**config.mk**
```make
export PLATFORM = sky130hd
export DESIGN_NAME = xchg_mailbox
export DESIGN_NICKNAME = d
export VERILOG_FILES = /design/src/rtl/xchg_mailbox.sv
export SDC_FILE = /design/constraint.sdc
export NUM_CORES = 1
export LEC_CHECK = 0
export ABC_AREA = 1
export BUFFER_PORTS_ARGS = -buffer_cell sky130_fd_sc_hd__buf_2
export CORE_MARGIN = 2
export CORE_UTILIZATION = 60
export DETAILED_ROUTE_END_ITERATION = 12
export PLACE_DENSITY = 0.83
export SLEW_MARGIN = 0
export SYNTH_ARGS = -nofsm -noshare
export SYNTH_HDL_FRONTEND = slang
export SYNTH_SLANG_ARGS = --single-unit
```
**constraint.sdc**
```tcl
create_clock -name clk -period 5.8 [get_ports clk]
set_clock_uncertainty 0.2 [all_clocks]
set_input_delay 0 -clock clk [delete_from_list [all_inputs] [get_ports clk]]
set_output_delay 0 -clock clk [all_outputs]
set_load 0.05 [all_outputs]
```
**src/rtl/xchg_mailbox.sv**
```systemverilog
module xchg_mailbox #(
  parameter int DATA_W = 24,
  parameter int FLAG_W = 4,
  parameter int DEPTH  = 10
) (
  input  logic              clk,
  input  logic              rst_n,
  input  logic              a_wr,
  input  logic              a_rd,
  input  logic [1:0]        a_addr,
  input  logic [DATA_W-1:0] a_wdata,
  output logic [DATA_W-1:0] a_rdata,
  output logic              a_irq,
  input  logic              b_wr,
  input  logic              b_rd,
  input  logic [1:0]        b_addr,
  input  logic [DATA_W-1:0] b_wdata,
  output logic [DATA_W-1:0] b_rdata,
  output logic              b_irq
);
  localparam int CNT_W = $clog2(DEPTH + 1);
  localparam int PTR_W = (DEPTH > 1) ? $clog2(DEPTH) : 1;
  localparam logic [1:0] AD_DATA = 2'd0, AD_STAT = 2'd1, AD_FLAG = 2'd2, AD_CTRL = 2'd3;
  localparam int ST_NE = 8, ST_FULL = 9, ST_FLG = 12, ST_OVF = 16, ST_UNF = 17;
  localparam int CT_RXIE = 0, CT_THR = 1, CT_FIE = 4, CT_LVL = 8;
  localparam logic [DATA_W-1:0] CTL_MASK =
      DATA_W'(3) | (DATA_W'((1 << FLAG_W) - 1) << CT_FIE) | (DATA_W'((1 << CNT_W) - 1) << CT_LVL);

  logic              wr [2], rd [2];
  logic [1:0]        ad [2];
  logic [DATA_W-1:0] wd [2], rq [2];

  logic [DATA_W-1:0] mem [2][DEPTH];
  logic [PTR_W-1:0]  rp [2], wp [2];
  logic [CNT_W-1:0]  cnt [2];
  logic [FLAG_W-1:0] flg [2];
  logic              ovf [2], unf [2];
  logic [DATA_W-1:0] last_rx [2], ctl [2];

  logic              empty [2], full [2], tx_try [2], rx_try [2], push [2], pop [2], rx_cond [2], irq [2];
  logic [DATA_W-1:0] stat [2];

  assign wr[0] = a_wr;    assign wr[1] = b_wr;
  assign rd[0] = a_rd;    assign rd[1] = b_rd;
  assign ad[0] = a_addr;  assign ad[1] = b_addr;
  assign wd[0] = a_wdata; assign wd[1] = b_wdata;
  assign a_rdata = rq[0]; assign b_rdata = rq[1];
  assign a_irq   = irq[0]; assign b_irq  = irq[1];

  for (genvar s = 0; s < 2; s++) begin : g_side
    localparam int O = 1 - s;
    assign empty[s]  = (cnt[s] == '0);
    assign full[s]   = (cnt[s] == CNT_W'(DEPTH));
    assign tx_try[s] = wr[s] && (ad[s] == AD_DATA);
    assign rx_try[s] = rd[s] && (ad[s] == AD_DATA);
    assign push[s]   = tx_try[O] && !full[s];
    assign pop[s]    = rx_try[s] && !empty[s];
    assign rx_cond[s] = ctl[s][CT_THR] ? (cnt[s] >= ctl[s][CT_LVL +: CNT_W]) : !empty[s];
    assign irq[s] = (ctl[s][CT_RXIE] && rx_cond[s]) || |(flg[O] & ctl[s][CT_FIE +: FLAG_W]);

    always_comb begin
      stat[s] = '0;
      stat[s][CNT_W-1:0]         = cnt[s];
      stat[s][ST_NE]             = !empty[s];
      stat[s][ST_FULL]           = full[s];
      stat[s][ST_FLG +: FLAG_W]  = flg[O];
      stat[s][ST_OVF]            = ovf[s];
      stat[s][ST_UNF]            = unf[s];
    end

    always_ff @(posedge clk) begin
      if (push[s]) mem[s][wp[s]] <= wd[O];
    end

    always_ff @(posedge clk or negedge rst_n) begin
      if (!rst_n) begin
        rp[s] <= '0; wp[s] <= '0; cnt[s] <= '0; flg[s] <= '0;
        ovf[s] <= 1'b0; unf[s] <= 1'b0;
        last_rx[s] <= '0; ctl[s] <= '0; rq[s] <= '0;
      end else begin
        if (push[s]) wp[s] <= (wp[s] == PTR_W'(DEPTH - 1)) ? '0 : wp[s] + 1'b1;
        if (pop[s])  rp[s] <= (rp[s] == PTR_W'(DEPTH - 1)) ? '0 : rp[s] + 1'b1;
        cnt[s] <= cnt[s] + CNT_W'(push[s]) - CNT_W'(pop[s]);
        if (wr[s]) begin
          case (ad[s])
            AD_DATA: if (full[O]) ovf[s] <= 1'b1;
            AD_STAT: begin
              if (wd[s][ST_OVF]) ovf[s] <= 1'b0;
              if (wd[s][ST_UNF]) unf[s] <= 1'b0;
            end
            AD_FLAG: flg[s] <= wd[s][FLAG_W-1:0];
            default: ctl[s] <= wd[s] & CTL_MASK;
          endcase
        end
        if (rd[s]) begin
          case (ad[s])
            AD_DATA: begin
              if (pop[s]) begin
                rq[s] <= mem[s][rp[s]];
                last_rx[s] <= mem[s][rp[s]];
              end else begin
                rq[s] <= last_rx[s];
                unf[s] <= 1'b1;
              end
            end
            AD_STAT: rq[s] <= stat[s];
            AD_FLAG: rq[s] <= DATA_W'(flg[s]);
            default: rq[s] <= ctl[s];
          endcase
        end
      end
    end

    assert_fifo_bound_R2: assert property (@(posedge clk) disable iff (!rst_n)
      cnt[s] <= CNT_W'(DEPTH));
    assert_drop_keeps_count_R2: assert property (@(posedge clk) disable iff (!rst_n)
      (tx_try[O] && full[s] && !rx_try[s]) |=> (cnt[s] == $past(cnt[s])));
    assert_overflow_sticky_R2: assert property (@(posedge clk) disable iff (!rst_n)
      (tx_try[s] && full[O]) |=> ovf[s]);
    assert_underflow_hold_R3: assert property (@(posedge clk) disable iff (!rst_n)
      (rx_try[s] && empty[s]) |=> (unf[s] && rq[s] == $past(last_rx[s])));
    assert_flag_transfer_R5: assert property (@(posedge clk) disable iff (!rst_n)
      (wr[O] && ad[O] == AD_FLAG) |=> (stat[s][ST_FLG +: FLAG_W] == $past(wd[O][FLAG_W-1:0])));
    assert_pushpop_count_R8: assert property (@(posedge clk) disable iff (!rst_n)
      (push[s] && pop[s]) |=> $stable(cnt[s]));
    assert_quiet_when_empty_R6: assert property (@(posedge clk) disable iff (!rst_n)
      (empty[s] && !ctl[s][CT_THR] && ctl[s][CT_FIE +: FLAG_W] == '0) |-> !irq[s]);
  end
endmodule

```
==> results.md <==
- RePlAce Congestion: 0.948
- Type of element launching the critical path: flip-flop
- Final worst-path cycle share: 67.6%
- Post-DP Area: 27500 um^2
- Crit-path max FO: 41
- Post-synth EDFFs: 480
- Root Buffer: clkbuf_16
- Cell family with most CP delay: buffers and inverters
- Die X: 214 um
- Mapped Area: 26400 um^2
- Wire length on met3: 8960 um
- WL per Instance: 21.6 um
- Initial Utilization: 61.1%
- DRC Markers: 0
- Synthesized instance count: 2412
- Vias in the first global route: 19200
- Initial antenna violation count: 3
- Nets: 2650
- Ports: 108
- R2r endpoint: a_rdata[2]
- Synth Flop Type: edfxtp_1
- Largest net degree at the start of global routing: 90
- Hold worst-path end: mem[0][429]
- Worst hold path class: in2reg
- Slew HR: 17.9%
- Final Setup Violations: 0
- CTS clk-pin slew, worst paths: 0.07 ns
- Status: finished, final reports clean
- Layout fillers: 2779
- Remaining global-route overflow: 0
- Distinct cells, synth: 38
- Tmin final: 3.92 ns
- Syn Area/Cell: 11.0 um^2
- Worst skew pair latency: 0.62 ns
- Antenna-violating nets left: 0
- HP Start: a_wdata[21]
- Worst Reg2Reg Path Length in Cells: 12
- Hold violation count in the final report: 0
- Port bufs: 107
- Syn-to-layout area delta: 13.6%
- Setup crit end kind: flip-flop
- PwrDens: 451 nW/um^2
- Detailed Place HPWL: 40400 um
- Worst path max stage delay: 0.65 ns
- Final Instance Area: 30000 um^2
- Maximum vdd drop: 0.000441 V
- WS Path Type: reg2reg
- Synth warn: 0
- First-pass GRT wire length: 104000 um
- Max Transition Viols Final: 0
- Max Buffers Root-to-Sink: 3
- H-Tree Depth: 2
- GRT Total Usage: 30.4%
- First drt pass iteration count: 7
- Register area: 18200 um^2
- Actual slew at the worst max-slew pin: 1.22 ns
- Synth Register Bits: 632
- Worst EP required: 6.15 ns
- Die Height: 214 um
- Die Area: 45700 um^2
- Ordered cell list for the critical path: buf_4 > inv_2 > nand3_1 > buf_4 > a21oi_1 > nor2_1 > nand2_1 > nand2_1 > nand2_1 > nand2_1 > dlygate4sd3_1 > nand2_1
- Drt via density: 6.01
- Post-cts sizing count: 0
- CTS buffer count: 59
- Metal-1 WL: 24700 um
- Most used cell, CP: nand2_1
- Syn_nets: 2491
- Met2 WL post-DR: 32900 um
- Highest clock rate: 255 MHz
- Crit path arrival time: 4.27 ns
- Vias: 19300
- R2R Setup Slk: 1.88 ns
- Commonest non-fill, non-tap cells in the layout: nand2_1 (673), edfxtp_1 (480), nand3_1 (205), inv_1 (195), nor2_1 (182)
- Post-layout utilization of the core: 69.4%
- Register area share after synthesis: 68.9%
- WHS Path Cells: 2
- Leakage power: 12.2 nW
- Setup TNS: 0 ns
- RR Startpoint: rp[5]
- CP max-delay cell: nand3_1
- Critical Path Stages: 12
- CTS tree: built
- Core area: 43300 um^2
- RSZ-0062 raised after global routing: no
- Share of cells above drive strength 1: 11.6%
- Area of the multi-input gates: 6930 um^2
- Commonest non-fill, non-tap cell in the layout: nand2_1
- # rows: 76
- Bufs and invs on worst path: 4
- Max-Cap Viols: 0
- Num Clock Sinks: 632
- Ys async rst share: 24.1%
- Post-Route WL: 69300 um
- DR iter-0 viols: 2652
- Top Metal Used: met5
-- metrics by stage --
stage,total power (W),cells,hold WS [ns],worst slack (ns)
after floorplan,0.00844,2412,-0.496,2.52
after global placement,0.00946,3028,-0.0803,2.05
after detailed placement,0.00963,3028,-0.0811,1.95
after CTS,0.0134,3207,0.00165,2.05
after global routing,0.0141,3208,0.0503,1.69
final,0.0136,3208,0.0376,1.88
-- Yosys cell counts (10+ instances only) --
cell | number | area share [%]
nand3_1 | 205 | 3.9
or2_2 | 22 | 0.52
nand4_1 | 71 | 1.7
nand2_1 | 673 | 9.6
ha_1 | 19 | 0.90
buf_2 | 56 | 1.1
a22oi_1 | 13 | 0.37
o211ai_1 | 10 | 0.28
a21boi_0 | 13 | 0.37
clkbuf_1 | 33 | 0.47
mux2_2 | 19 | 0.81
a21boi_1 | 18 | 0.51
nor2_1 | 200 | 2.8
o21ai_0 | 80 | 1.5
edfxtp_1 | 480 | 55
a21oi_1 | 78 | 1.5
inv_1 | 196 | 2.8
dfrtp_1 | 152 | 14
-- flip-flops by register name, summed over array words and instances, names as in the netlist --
| register | cells |
|---|---|
| flg | 8 |
| mem | 480 |
| rp | 8 |
| ovf | 2 |
| wp | 8 |
| a_rdata | 24 |
| cnt | 8 |
| last_rx | 48 |
| stat | 2 |
| ctl | 20 |
| b_rdata | 24 |
-- final cells by class --
type | instances | area share (%)
Sequential cell | 632 | 60.7
Timing Repair Buffer | 207 | 4.92
Inverter | 209 | 2.61
Clock buffer | 93 | 5.69
Tap cell | 585 | 2.44
Multi-Input combinational cell | 1462 | 23.1
Antenna cell | 1 | 0.00834
Clock inverter | 19 | 0.529
-- worst max-delay path by stage --
stage | from | to
finish | rp[5] | a_rdata[2]
global route | b_rd | cnt[2]
CTS | b_rd | cnt[2]
detailed placement | b_rd | cnt[2]
global placement | b_rd | cnt[1]
floorplan | cnt[2] | mem[0][408]
-- timing repair --
item	CTS	global route
endpoints found under the hold margin	651	0
hold buffers	67	0
endpoints found under the setup margin	0	0
setup buffers	0	0
-- cells by family after synthesis --
kind of cell             after synthesis  synth area share [%]
adder cells (fa/ha/maj)               21                  1.05
flip-flops                           632                  68.9
AND/OR/NAND/NOR                     1186                  18.9
AO/OA/AOI/OAI                        224                  4.89
buffers and inverters                318                  5.04
XOR/XNOR                              12                 0.398
multiplexers                          19                 0.810
-- power breakdown --
part	switching [W]	internal, W
Sequential	0.000261	0.00534
Combinational	0.00303	0.00117
Clock	0.00165	0.00211
Total	0.00494	0.00861
-- per-layer routing --
layer	GRT usage [%]	vias up
met4	13.6	4
met5	0	-
met2	49.0	1373
li1	-	8475
met1	40.0	9201
met3	7.02	220
Power figures use the tool's default switching activity.
